<file path="config.mk">
export PLATFORM = sky130hd
export DESIGN_NAME = spi_fifo_irq_ctrl
export DESIGN_NICKNAME = d
export VERILOG_FILES = /design/src/rtl/spi_fifo_irq_pkg.sv /design/src/rtl/spi_fifo_level.sv /design/src/rtl/spi_thr_reg.sv /design/src/rtl/spi_fifo_irq_ctrl.sv
export SDC_FILE = /design/constraint.sdc
export NUM_CORES = 1
export LEC_CHECK = 0
export ABC_AREA = 1
export ABC_CLOCK_PERIOD_IN_PS = 5100
export BUFFER_PORTS_ARGS = -buffer_cell sky130_fd_sc_hd__buf_4
export CAP_MARGIN = 20
export CORE_UTILIZATION = 44
export CTS_CLUSTER_SIZE = 40
export DETAILED_ROUTE_END_ITERATION = 12
export PLACE_DENSITY = 0.7
export SYNTH_ARGS = -nofsm -noshare
export SYNTH_HDL_FRONTEND = slang
export SYNTH_SLANG_ARGS = --single-unit
</file>
<file path="constraint.sdc">
create_clock -name clk_i -period 5.1 [get_ports clk_i]
set_input_delay 0.255 -clock clk_i [delete_from_list [all_inputs] [get_ports clk_i]]
set_output_delay 0.255 -clock clk_i [all_outputs]
set_load 0.03 [all_outputs]
</file>
<file path="src/rtl/spi_fifo_irq_pkg.sv">
package spi_fifo_irq_pkg;
  localparam int NUM_SRC = 5;
  localparam int NUM_ERR = 3;
  // status bit positions
  localparam int SRC_TXE = 0;
  localparam int SRC_TXO = 1;
  localparam int SRC_RXU = 2;
  localparam int SRC_RXO = 3;
  localparam int SRC_RXF = 4;
endpackage

</file>
<file path="src/rtl/spi_fifo_level.sv">
module spi_fifo_level #(
  parameter int DEPTH = 16,
  parameter int CNT_W = $clog2(DEPTH + 1)
) (
  input  logic             clk_i,
  input  logic             rst_ni,
  input  logic             flush_i,
  input  logic             push_i,
  input  logic             pop_i,
  output logic [CNT_W-1:0] level_o
);
  logic [CNT_W-1:0] level_q;
  logic             acc_push, acc_pop;

  assign acc_push = push_i && (level_q != CNT_W'(DEPTH));
  assign acc_pop  = pop_i && (level_q != '0);

  always_ff @(posedge clk_i or negedge rst_ni) begin
    if (!rst_ni)      level_q <= '0;
    else if (flush_i) level_q <= '0;
    else begin
      case ({acc_push, acc_pop})
        2'b10:   level_q <= level_q + 1'b1;
        2'b01:   level_q <= level_q - 1'b1;
        default: level_q <= level_q;
      endcase
    end
  end

  assign level_o = level_q;
endmodule

</file>
<file path="src/rtl/spi_thr_reg.sv">
module spi_thr_reg #(
  parameter int DEPTH = 16,
  parameter int THR_W = 8
) (
  input  logic             clk_i,
  input  logic             rst_ni,
  input  logic             wr_i,
  input  logic [THR_W-1:0] wdata_i,
  output logic [THR_W-1:0] thr_o
);
  logic [THR_W-1:0] thr_q;
  logic             fits;

  // values at or above the depth are rejected so software can probe the depth
  assign fits = (32'(wdata_i) < DEPTH);

  always_ff @(posedge clk_i or negedge rst_ni) begin
    if (!rst_ni)           thr_q <= '0;
    else if (wr_i && fits) thr_q <= wdata_i;
  end

  assign thr_o = thr_q;
endmodule

</file>
<file path="src/rtl/spi_fifo_irq_ctrl.sv">
module spi_fifo_irq_ctrl
  import spi_fifo_irq_pkg::*;
#(
  parameter  int DEPTH = 16,
  parameter  int THR_W = 8,
  localparam int CNT_W = $clog2(DEPTH + 1)
) (
  input  logic               clk_i,
  input  logic               rst_ni,
  input  logic               en_i,
  input  logic               tx_push_i,
  input  logic               tx_pop_i,
  input  logic               rx_push_i,
  input  logic               rx_pop_i,
  input  logic               clr_rd_i,
  input  logic               tx_thr_wr_i,
  input  logic               rx_thr_wr_i,
  input  logic [THR_W-1:0]   thr_wdata_i,
  input  logic               mask_wr_i,
  input  logic [NUM_SRC-1:0] mask_wdata_i,
  output logic [CNT_W-1:0]   tx_level_o,
  output logic [CNT_W-1:0]   rx_level_o,
  output logic [THR_W-1:0]   tx_thr_o,
  output logic [THR_W-1:0]   rx_thr_o,
  output logic [NUM_SRC-1:0] mask_o,
  output logic [NUM_SRC-1:0] raw_stat_o,
  output logic [NUM_SRC-1:0] irq_stat_o,
  output logic               irq_o
);
  localparam int CMP_W = (CNT_W > THR_W) ? CNT_W : THR_W;

  logic [CNT_W-1:0]   tx_lvl, rx_lvl;
  logic [THR_W-1:0]   tx_thr, rx_thr;
  logic [NUM_SRC-1:0] mask_q;
  logic [NUM_ERR-1:0] err_set, err_q;
  logic [CMP_W-1:0]   tx_lvl_x, rx_lvl_x, tx_thr_x, rx_thr_x;
  logic               flush;

  assign flush = !en_i;

  spi_fifo_level #(.DEPTH(DEPTH), .CNT_W(CNT_W)) u_tx_lvl (
    .clk_i, .rst_ni, .flush_i(flush),
    .push_i(tx_push_i & en_i), .pop_i(tx_pop_i & en_i), .level_o(tx_lvl));

  spi_fifo_level #(.DEPTH(DEPTH), .CNT_W(CNT_W)) u_rx_lvl (
    .clk_i, .rst_ni, .flush_i(flush),
    .push_i(rx_push_i & en_i), .pop_i(rx_pop_i & en_i), .level_o(rx_lvl));

  spi_thr_reg #(.DEPTH(DEPTH), .THR_W(THR_W)) u_tx_thr (
    .clk_i, .rst_ni, .wr_i(tx_thr_wr_i), .wdata_i(thr_wdata_i), .thr_o(tx_thr));

  spi_thr_reg #(.DEPTH(DEPTH), .THR_W(THR_W)) u_rx_thr (
    .clk_i, .rst_ni, .wr_i(rx_thr_wr_i), .wdata_i(thr_wdata_i), .thr_o(rx_thr));

  always_ff @(posedge clk_i or negedge rst_ni) begin
    if (!rst_ni)        mask_q <= '0;
    else if (mask_wr_i) mask_q <= mask_wdata_i;
  end

  // error conditions judged against start-of-cycle levels
  assign err_set[0] = en_i && tx_push_i && (tx_lvl == CNT_W'(DEPTH));
  assign err_set[1] = en_i && rx_pop_i  && (rx_lvl == '0);
  assign err_set[2] = en_i && rx_push_i && (rx_lvl == CNT_W'(DEPTH));

  for (genvar g = 0; g < NUM_ERR; g++) begin : g_err
    always_ff @(posedge clk_i or negedge rst_ni) begin
      if (!rst_ni)         err_q[g] <= 1'b0;
      else if (!en_i)      err_q[g] <= 1'b0;
      else if (err_set[g]) err_q[g] <= 1'b1;  // set beats clear
      else if (clr_rd_i)   err_q[g] <= 1'b0;
    end
  end

  assign tx_lvl_x = CMP_W'(tx_lvl);
  assign rx_lvl_x = CMP_W'(rx_lvl);
  assign tx_thr_x = CMP_W'(tx_thr);
  assign rx_thr_x = CMP_W'(rx_thr);

  always_comb begin
    raw_stat_o          = '0;
    raw_stat_o[SRC_TXE] = (tx_lvl_x <= tx_thr_x);
    raw_stat_o[SRC_TXO] = err_q[0];
    raw_stat_o[SRC_RXU] = err_q[1];
    raw_stat_o[SRC_RXO] = err_q[2];
    raw_stat_o[SRC_RXF] = (rx_lvl_x > rx_thr_x);
  end

  assign irq_stat_o = raw_stat_o & mask_q;
  assign irq_o      = |irq_stat_o;
  assign tx_level_o = tx_lvl;
  assign rx_level_o = rx_lvl;
  assign tx_thr_o   = tx_thr;
  assign rx_thr_o   = rx_thr;
  assign mask_o     = mask_q;
endmodule

</file>
==> impl_metrics.ini <==
[logic_synthesis]
syn_inst = 273
yosysMostFrequentCell = nand2_1
seq_area_frac_synth = 0.386
syn_area_per_cell_sq_um = 8.07
ys_top_cells_by_count = 66 x nand2_1, 51 x inv_1, 34 x dfrtp_1
syn-num-nets = 311
syn_area_sq_um = 2200
yosysUniqueCellTypes = 30
synth_edf_count = 0
ys_top_cells_by_area = dfrtp_1 39%, nand2_1 11%, inv_1 8.7%, ha_1 8.0%, nand3_2 4.5%
ys.flop_type = dfrtp_1
synth_top_area_frac = 0.386
ys_warn_count = 0
async_flop_share = 1.00
synth-seq-cells = 34
yosysTopAreaCell = dfrtp_1

[pwr]
power_leakage_nw = 1.69
internal-power_mw = 0.842
power_density_nw_per_um2 = 542
max-vdd-ir-drop_mv = 0.268
p_sw_frac = 0.465
power_switching_mw = 0.733
clkPwrFrac = 0.191
seqPwrFrac = 0.259
pwr-share-comb = 0.550

[timing]
max_slew_margin = 0.700
finalHoldViolCount = 0
drv_slew = 0
fmax_ghz = 0.434
tns_ps = 0
setup_viol_count_final = 0
rsz0062_at_grt = false
finalCriticalPeriod_ps = 2300
timing.hold.ws_ps = 201
worst_pin_slew_ps = 448
clock_skew_ps = 1.87
fin_crit_sh = 0.451

[critical_path]
r2r_end = u_rx_lvl.level_o[4]$_DFFE_PN0P_
cp.depth = 10
cp.arrival_ps = 2050
r2r-start = u_rx_lvl.level_o[0]$_DFFE_PN0P_
crit_path_max_incr_delay_ps = 480
crit_type = reg2out
cp_max_fo = 6
required_ps = 4850
start_kind = register
critPathCaptureType = primary output
reg2reg_setup_slack_ps = 3160
worst-path-buf-inv = 3
critPathSlowestCell = dfrtp_1
r2r_cells = 15
path_delay_family = simple AND/OR/NAND/NOR gates
worstPathCellList = ha_1 > inv_1 > nor2_1 > and3_1 > nor4_1 > nand2_1 > inv_1 > nand2_1 > nand3_1 > buf_4

[clocking]
cts_max_level = 2
cts_hold_buf = 1
cts-root-buf = clkbuf_8
cts_buffer_depth = 2
cts_resized = 0
cts.sinks = 34
cts_made_buffers = 5
cts_tree = done
clock_latency_ps = 290
cts.clk_slew.worst_paths_ps = 70
cts_setup_buffers = 0

[die]
core_area_sq_um = 4790
die_area_sq_um = 5290
die_y_microns = 72.8
io_pins = 66
initial_core_util = 0.460
rows = 25
die_w_microns = 72.8

[global_route]
gr-total-overflow = 0
grt_max_degree = 35
first_global_vias = 1808
grt_pass1_wl_microns = 8310
antenna_found_initial = 0
grtUsageTotal = 0.208

[cells_and_area]
area_growth_pct = 31.8
num-fill-cells = 480
layout.nets = 381
seqCellArea_sq_um = 851
antenna_cells = 0
multi_input_area_sq_um = 1100
drive_gt1_frac = 0.331

[detailed_routing]
drt-vias-per-instance = 4.71
drtIter0Drc = 105
remaining_drc_errors = 0
wl_per_cell_microns = 12.4
drtPass1Iterations = 4
wirelength_microns = 5080
vias = 1936
ant_nets = 0

[min_path]
worstHoldStart = mask_wdata_i[2]
hold_path.class = in2reg
hold_end = mask_o[2]$_DFFE_PN0P_
hold_depth = 2

[place]
port_buffers = 65
gp_congestion = 0.877
hpwl_microns = 4030

[outcome]
status = finished, final reports clean

[flow_run]
drv_cap = 0
cells in the final DEF, fill, tap and decap left out, types with 2 or more instances in the layout:
| master | synthesis | layout |
|---|---|---|
| nor2_1 | 9 | 9 |
| dfrtp_1 | 34 | 34 |
| nand3_2 | 10 | 10 |
| nand3_1 | 17 | 17 |
| mux2_2 | 5 | 5 |
| ha_1 | 14 | 14 |
| bufinv_16 | 0 | 2 |
| nand2_2 | 6 | 6 |
| clkbuf_8 | 0 | 5 |
| nor2_2 | 2 | 2 |
| inv_1 | 51 | 51 |
| nor3_1 | 2 | 2 |
| nor2_4 | 2 | 2 |
| buf_4 | 0 | 65 |
| nand3b_1 | 2 | 2 |
| nand2_1 | 66 | 66 |
| o22ai_1 | 2 | 2 |
| inv_4 | 4 | 4 |
| o21ai_0 | 16 | 16 |
| a21oi_1 | 2 | 2 |
| inv_2 | 3 | 3 |
| nand2_4 | 6 | 6 |
| xor2_1 | 4 | 4 |
| o21ai_1 | 5 | 5 |
| nor2_8 | 2 | 2 |
through the flow:
| step | total power, mW | std cells | instance area, sq um | util | setup slack, ps |
|---|---|---|---|---|---|
| global placement | 1.27 | 402 | 2760 | 0.576 | 3190 |
| finish | 1.57 | 411 | 2900 | 0.607 | 2800 |
| floorplan | 1.00 | 273 | 2200 | - | 2810 |
| detailed placement | 1.28 | 402 | 2760 | 0.576 | 3120 |
| CTS | 1.59 | 411 | 2900 | 0.607 | 2790 |
| global route | 1.69 | 411 | 2900 | 0.607 | 2610 |
state kept, by name (all words and copies together), names as in the netlist:
register / flops
mask_o: 5
raw_stat_o: 3
u_rx_lvl.level_o: 5
u_rx_thr.thr_o: 8
u_tx_lvl.level_o: 5
u_tx_thr.thr_o: 8
cell families after synthesis:
logic type / count (synthesis) / synth area share
AOI/OAI and AO/OA: 28 / 0.0681
buffers and inverters: 62 / 0.114
muxes: 5 / 0.0256
and+or+nand+nor: 126 / 0.311
DFF: 34 / 0.386
xor gates and xnor gates: 4 / 0.0159
adders and majority gates: 14 / 0.0795
metal layers:
| layer | vias to the layer above | wire length (microns) | global-route usage | part of all wire |
|---|---|---|---|---|
| met3 | 7 | 233 | 0.0511 | 0.046 |
| met2 | 46 | 2490 | 0.340 | 0.49 |
| met4 | 0 | 74 | 0.0741 | 0.015 |
| met5 | - | 0 | 0 | 0 |
| li1 | 992 | - | - | - |
| met1 | 891 | 2280 | 0.268 | 0.45 |
power by group through the flow:
stage | sequential (mW) | combinational (mW) | clock, mW
after CTS | 0.407 | 0.875 | 0.308
after detailed placement | 0.413 | 0.869 | 0
after global placement | 0.410 | 0.856 | 0
after global routing | 0.418 | 0.954 | 0.323
after floorplan | 0.499 | 0.505 | 0
final | 0.407 | 0.867 | 0.301
cell type report:
type	instances	share of cell area
flip-flops and latches	34	0.293
clock buffers	5	0.0237
inverters	59	0.0801
clock inverters	3	0.0237
repair buffers	66	0.171
multi-input cells	177	0.379
well taps	67	0.0289
worst max-delay path by stage:
stage | from | end | slack, ps
finish | u_rx_lvl.level_o[1]$_DFFE_PN0P_ | irq_o | 2800
global route | u_rx_lvl.level_o[1]$_DFFE_PN0P_ | irq_o | 2610
CTS | u_rx_lvl.level_o[1]$_DFFE_PN0P_ | irq_o | 2790
detailed placement | u_rx_lvl.level_o[1]$_DFFE_PN0P_ | irq_o | 3120
global placement | u_rx_lvl.level_o[0]$_DFFE_PN0P_ | u_rx_lvl.level_o[4]$_DFFE_PN0P_ | 3190
floorplan | u_tx_lvl.level_o[0]$_DFFE_PN0P_ | irq_o | 2810
Power figures use the tool's default switching activity.
